### src/rtl/bank_dec_pkg.sv
package bank_dec_pkg;

    localparam int NUM_CS = 5;

    typedef enum logic [2:0] {
        RG_NONE,
        RG_ROM,
        RG_RAM0,
        RG_RAM1,
        RG_RAM2,
        RG_VRAM
    } region_e;

    // Chip-select vector for a decoded region: bit 0 ROM .. bit 4 VRAM.
    function automatic logic [NUM_CS-1:0] region_to_cs(region_e r);
        logic [NUM_CS-1:0] cs;
        cs = '0;
        case (r)
            RG_ROM:  cs[0] = 1'b1;
            RG_RAM0: cs[1] = 1'b1;
            RG_RAM1: cs[2] = 1'b1;
            RG_RAM2: cs[3] = 1'b1;
            RG_VRAM: cs[4] = 1'b1;
            default: cs = '0;
        endcase
        return cs;
    endfunction

    function automatic logic region_writable(region_e r);
        return (r == RG_RAM0) || (r == RG_RAM1) || (r == RG_RAM2) || (r == RG_VRAM);
    endfunction

endpackage

### src/rtl/bank_ctl.sv
module bank_ctl (
    input  logic       clk,
    input  logic       rst,
    input  logic       load_line_n,
    input  logic       msel_wr,
    input  logic       msel_val,
    output logic [1:0] bank
);
    logic il_q;
    logic msel_q;

    always_ff @(posedge clk) begin
        if (rst) begin
            il_q   <= 1'b0;
            msel_q <= 1'b0;
        end else begin
            il_q <= ~load_line_n;
            if (msel_wr)
                msel_q <= msel_val;
        end
    end

    // initial-load bit weighs 1, memory-select bit weighs 2
    assign bank = {msel_q, il_q};


    reset_to_bank0_chk: assert property (@(posedge clk) rst |=> (bank == 2'd0));


    msel_hold_chk: assert property (@(posedge clk) disable iff (rst)
        !msel_wr |=> $stable(bank[1]));

endmodule

### src/rtl/region_dec.sv
module region_dec
    import bank_dec_pkg::*;
#(
    parameter int ADDR_W  = 16,
    parameter int LOW_TOP = 'h2000,
    parameter int HI_BASE = 'h8000
) (
    input  logic [1:0]        bank,
    input  logic [ADDR_W-1:0] addr,
    input  logic              mreq,
    output region_e           region,
    output logic [ADDR_W-1:0] offset
);
    localparam logic [ADDR_W-1:0] LOW_A = LOW_TOP[ADDR_W-1:0];
    localparam logic [ADDR_W-1:0] HI_A  = HI_BASE[ADDR_W-1:0];

    region_e           rg;
    logic [ADDR_W-1:0] base;

    always_comb begin
        rg   = RG_NONE;
        base = '0;
        if (addr < LOW_A) begin
            rg   = bank[0] ? RG_RAM0 : RG_ROM;
            base = '0;
        end else if (addr < HI_A) begin
            rg   = RG_RAM1;
            base = LOW_A;
        end else begin
            base = HI_A;
            case (bank)
                2'd2:    rg = RG_NONE;
                2'd3:    rg = RG_VRAM;
                default: rg = RG_RAM2;
            endcase
        end
        if (!mreq)
            rg = RG_NONE;
    end

    assign region = rg;
    assign offset = (rg == RG_NONE) ? '0 : addr - base;

endmodule

### src/rtl/bank_decoder.sv
module bank_decoder
    import bank_dec_pkg::*;
#(
    parameter int ADDR_W  = 16,
    parameter int DATA_W  = 8,
    parameter int LOW_TOP = 'h2000,
    parameter int HI_BASE = 'h8000
) (
    input  logic              clk,
    input  logic              rst,
    input  logic              load_line_n,
    input  logic              msel_wr,
    input  logic              msel_val,
    input  logic [ADDR_W-1:0] addr_i,
    input  logic              mreq_i,
    input  logic              wr_i,
    output logic [NUM_CS-1:0] cs_o,
    output logic [ADDR_W-1:0] offset_o,
    output logic              wr_en_o,
    output logic [DATA_W-1:0] fill_o
);
    logic [1:0] bank;
    region_e    region;

    bank_ctl u_ctl (
        .clk        (clk),
        .rst        (rst),
        .load_line_n(load_line_n),
        .msel_wr    (msel_wr),
        .msel_val   (msel_val),
        .bank       (bank)
    );

    region_dec #(
        .ADDR_W (ADDR_W),
        .LOW_TOP(LOW_TOP),
        .HI_BASE(HI_BASE)
    ) u_dec (
        .bank  (bank),
        .addr  (addr_i),
        .mreq  (mreq_i),
        .region(region),
        .offset(offset_o)
    );

    assign cs_o    = region_to_cs(region);
    assign wr_en_o = mreq_i && wr_i && region_writable(region);
    assign fill_o  = (mreq_i && !wr_i && region == RG_NONE) ? {DATA_W{1'b1}} : '0;


    cs_onehot_chk: assert property (@(posedge clk) disable iff (rst) $onehot0(cs_o));


    rom_write_blocked_chk: assert property (@(posedge clk) disable iff (rst)
        cs_o[0] |-> !wr_en_o);


    idle_quiet_chk: assert property (@(posedge clk) disable iff (rst)
        !mreq_i |-> (cs_o == '0 && !wr_en_o && offset_o == '0));


    fill_only_unmapped_chk: assert property (@(posedge clk) disable iff (rst)
        (fill_o != '0) |-> (cs_o == '0 && !wr_en_o));


    wr_en_needs_cs_chk: assert property (@(posedge clk) disable iff (rst)
        wr_en_o |-> (cs_o != '0));

endmodule

### config.mk
export PLATFORM = sky130hd
export DESIGN_NAME = bank_decoder
export DESIGN_NICKNAME = d
export VERILOG_FILES = /design/src/rtl/bank_dec_pkg.sv /design/src/rtl/bank_ctl.sv /design/src/rtl/region_dec.sv /design/src/rtl/bank_decoder.sv
export SDC_FILE = /design/constraint.sdc
export NUM_CORES = 1
export LEC_CHECK = 0
export ABC_AREA = 1
export BUFFER_PORTS_ARGS = -buffer_cell sky130_fd_sc_hd__buf_2
export CAP_MARGIN = 25
export CORE_UTILIZATION = 27
export CTS_CLUSTER_SIZE = 25
export DETAILED_ROUTE_END_ITERATION = 7
export GPL_TIMING_DRIVEN = 0
export PLACE_DENSITY = 0.77
export SYNTH_ARGS = -nofsm -noshare
export SYNTH_HDL_FRONTEND = slang
export SYNTH_SLANG_ARGS = --single-unit
### constraint.sdc
create_clock -name clk -period 2.05 [get_ports clk]
set_clock_uncertainty 0.2 [all_clocks]
set_input_delay 0.205 -clock clk [delete_from_list [all_inputs] [get_ports clk]]
set_output_delay 0.205 -clock clk [all_outputs]
set_load 0.02 [all_outputs]
# Word-level counts from Yosys, hierarchy flattened
# Cells that the tools add are included.
# totals
ff_bits,2
elab_cells,36
# classes
add_sub_neg,1
magnitude_cmp,2
n_eq_ne,7
muxes,14
n_bitwise,1
n_reduce_logical,9
# op_table
operator,count
16-bit 2-to-1 mux,3
"16-bit by 14-bit < comparator with 1-bit output, second input constant",1
"16-bit < comparator, second input constant",1
16-bit subtractor,1
3-bit 2-to-1 mux,3
8-bit 2-to-1 mux,1
"3-bit by 2-bit equality test with 1-bit output, second input constant",2
"3-bit equality test, second input constant",2
3-bit one-hot mux with 2 select lines,1
1-bit 2-to-1 mux,5
"2-bit equality test, second input constant",2
1-bit logical AND,4
"3-bit by 1-bit equality test with 1-bit output, second input constant",1
3-bit zero test,1
1-bit logical OR,3
2-bit 2-to-1 mux,1
1-bit zero test,1
1-bit NOT,1

# Longest topological paths before layout
# logic_depth
ltp_word,10
mapped_depth,7

# Modules after synthesis
# From an unflattened synthesis, not the netlist that was laid out.
# hier_totals
hier_cells,88
area_unflattened_um2,515.5
# modules_own_cells
mod,n_inst,cells_per_inst,area_each_um2,seq_area_each_um2
region_dec,1,52,304.0,0.0
bank_decoder,1,25,127.6,0.0
bank_ctl,1,11,83.8,40.0

# Least setup slack after synthesis
# No wires, ideal clock.
# synth_path
path_kind,reg2out
from,register u_ctl.il_q
to,output port fill_o[1]
arrival_time_ns,1.715
required_ns,1.645
slack_ns,-0.070
path_stages_with_launch,7
n_path_buf,1
path_cell_list,dfxtp_1 > nand2_1 > nand2_1 > nand2_1 > inv_2 > nor3_1 > buf_4
# synth_via
elab_chain_len,8
elab_cells_between_ends,10
cone_classes,2 x eq/ne; 6 x mux; 2 x reduce/logical
# synth_lines
element,line_no,rtl
from (decl),bank_ctl.sv:9,logic il_q;
from (signal assigned),bank_ctl.sv:17,il_q <= ~load_line_n;
2-bit equality test,region_dec.sv:31,case (bank)
3-bit one-hot mux with 2 select lines,region_dec.sv:31,
3-bit 2-to-1 mux,region_dec.sv:26,end else if (addr < HI_A) begin
3-bit 2-to-1 mux *,region_dec.sv:23,if (addr < LOW_A) begin
3-bit 2-to-1 mux *,region_dec.sv:37,if (!mreq)
3-bit zero test *,bank_decoder.sv:48,assign fill_o = (mreq_i && !wr_i && region == RG_NONE) ? {DATA_W{1'b1}} : '0;
1-bit logical AND *,bank_decoder.sv:48,
8-bit 2-to-1 mux *,bank_decoder.sv:48,
to (decl),bank_decoder.sv:20,output logic [DATA_W-1:0] fill_o
# Every way passes the cells marked *; elsewhere a longest branch is shown, timed or not.

# Worst setup path in the final report
# layout_path
from,register u_ctl.il_q
to,output port fill_o[3]
# The elaborated chain is that of the path after synthesis.

==> metrics.md <==
| Metric | Value |
|---|---|
| IO Port Bufs | `52` |
| Die Span Y | `40.5 um` |
| Final core utilization | `55.6%` |
| GRT met3 Usage | `1.67%` |
| Cell Count, Final, Fillers Out | `150` |
| Rel. slew slack | `80.6%` |
| Number of max-cap violations | `0` |
| ANT nets after route | `0` |
| Area leader, netlist | `inv_1` |
| Critical Path AT | `1.45 ns` |
| Synth async-reset ratio | `0%` |
| Ant. Diodes | `0` |
| Minimum clock period | `1.86 ns` |
| Clock root cell | `clkbuf_4` |
| Drt via density | `4.03` |
| Largest net degree at the start of global routing | `11` |
| Average size of a mapped cell | `5.18 um2` |
| Final Hold Fails | `0` |
| Syn_nets | `102` |
| Die width | `40.5 um` |
| Static leakage | `0.562 nW` |
| Share of post-route cells with drive strength above 1 | `49.6%` |
| Drt first pass iters | `2` |
| Max IR drop VDD | `0.218 mV` |
| Xor/xnor cell area share of the yosys netlist | `0%` |
| Worst setup startpoint | `u_ctl.il_q` |
| Synth Area in Simple Gates | `39.2%` |
| Startpoint types | `flop` |
| Global routing's busiest layer | `met2` |
| Reg2reg start | `u_ctl.msel_q` |
| Final total power | `0.000301 W` |
| Critical Path RT | `1.64 ns` |
| Clock slew at reported path FFs | `0.03 ns` |
| Worst-Skew Late Latency | `0.22 ns` |
| Initial Utilization | `29.9%` |
| Worst Hold Slack | `0.0362 ns` |
| DRC Markers | `0` |
| Worst hold path class | `in -> reg` |
| Dpl cells | `144` |
| # setup viols final | `0` |
| Max FO, Critical Path | `8` |
| Setup TNS | `0 ns` |
| Number of global-route vias before repair | `473` |
| Initial antenna violation count | `0` |
| Die Area | `1640 um2` |
| Hold Crit Start | `msel_val` |
| WL/cell | `7.61 um` |
| Mux cell area share after synthesis | `2.51%` |
| Largest family of logic cells by synthesized area | `buffers and inverters` |
| Count leader, synth | `inv_1` |
| Grt ovf | `0` |
| Grt met2 use | `31.3%` |
| RePlAce Congestion | `0.735` |
| Top post-synthesis cells by area | `inv_1, nor2_1, buf_4, dfxtp_1, nand2_1` |
| Synth Area in Compound Gates | `2.51%` |
| Cells after Synth | `77` |
| H-Tree Level Count | `1` |
| Final nets | `162` |
| Flops & latches, synth | `2` |
| WL final | `1.14 mm` |
| Clock buffer depth | `2` |
| Io pins | `53` |
| DRT iter0 DRCs | `2` |
| Total power per unit cell area | `406 nW/um2` |
| R2R cell count | `2` |
| CTS tree | `done` |
| Measured slew at the worst slew-check pin | `0.291 ns` |
| Seq/Total Area, Yosys | `10.0%` |
| Critical path endpoint category | `output pin` |
| Top cells by count, synth | `inv_1, nor2_1, nand2_1, buf_4, nand3_1` |
| Via count | `605` |
| Total GRT Usage | `15.4%` |
| Fmax | `539 MHz` |
| Core area | `1330 um2` |
| Netlist cell types | `15` |
| Hpwl dp | `941 um` |
| Adder and majority gate portion of the synthesized area | `6.27%` |
| Unrepaired setup endpoints after global routing | `no` |
| Period Utilization, post-route | `90.5%` |
| Top-area cell type share of the netlist area | `21.6%` |
| First-pass GRT wire length | `1.72 mm` |
| Mapped Area | `399 um2` |
| Yosys warning count | `0` |
| Clock sinks | `2` |
| Cts bufs inserted | `3` |
| Ys flop type | `dfxtp_1` |
| M1 GR Usage | `14.8%` |
| Fin. max-slew vios | `0` |
| Outcome | `completed` |
| Number of enable flip-flop cells after synthesis | `0` |
| Hold Crit Depth | `3` |
| Area grow syn2layout | `85.9%` |
| Crit Path Category | `reg -> out` |
| FP Rows | `13` |
[state kept, by name, summed over array words and instances (netlist names)]
register      count
u_ctl.il_q        1
u_ctl.msel_q      1
[path summary, 6_finish.rpt]
check / end / slack (ns)
worst min-delay path: u_ctl.msel_q / 0.04
worst max-delay path: fill_o[3] / 0.19
worst min register to register: u_ctl.msel_q / 0.36
worst max register to register: u_ctl.msel_q / 1.22
[kinds of logic (layout without fill, tap and decap cells)]
| group | Yosys count | in the layout |
|---|---|---|
| AND/OR/NAND/NOR | 37 | 37 |
| AO/OA/AOI/OAI | 2 | 2 |
| flip-flops | 2 | 2 |
| buffers and inverters | 33 | 91 |
| adder cells (fa/ha/maj) | 2 | 2 |
| multiplexers | 1 | 1 |
[final cells by class]
class	instances	area, um2
clock buffers	3	22.5
repair buffers	55	290
inverters	25	93.8
fillers	149	592
plain buffers	8	63.8
well taps	15	18.8
multi-input cells	42	213
flip-flops and latches	2	40.0
[layout by cell type, fill, tap and decap left out]
master          n
nand4_1         1
nor3_4          1
clkbuf_4        3
buf_6           1
dlygate4sd3_1   3
dfxtp_1         2
nor2_1         20
a21oi_1         1
o21ai_0         1
buf_2          52
inv_2           2
nor2_4          1
nand2_1         9
ha_1            2
inv_1          23
nand3_1         4
nor3_1          1
mux2i_1         1
buf_4           7
[through the flow]
stage	area, um2	worst slack (ns)
after floorplan	404	0.279
after global placement	683	0.337
after detailed placement	683	0.276
after CTS	736	0.0262
after global routing	742	0.0442
final	742	0.195
[metal layers]
layer  part of all wire, %  wire, um
met1                    37       427
met2                    54       616
met3                   8.5        97
met4                     0         0
met5                     0         0
[timing repair]
| item | 4_1_cts | 5_1_grt |
|---|---|---|
| setup buffers | 0 | 0 |
| endpoints found under the setup margin | 0 | 8 |
| hold endpoints to repair | 2 | 0 |
| gates resized for setup | 0 | 1 |
| hold buffers | 3 | 0 |
[report_power, final]
part	switching (W)	internal [W]	total, W
clock	0.0000211	0.0000644	0.0000856
sequential	0.00000239	0.0000415	0.0000439
combinational	0.000101	0.0000706	0.000171
total	0.000124	0.000177	0.000301
[critical path, cell delays in order, from the launching register on]
cell and delay (ns):
dfxtp_1 0.33, inv_1 0.06, nand2_1 0.04, nand3_1 0.10, inv_2 0.09, nor3_4 0.29, buf_4 0.16, buf_2 0.15
Power figures use the tool's default switching activity.
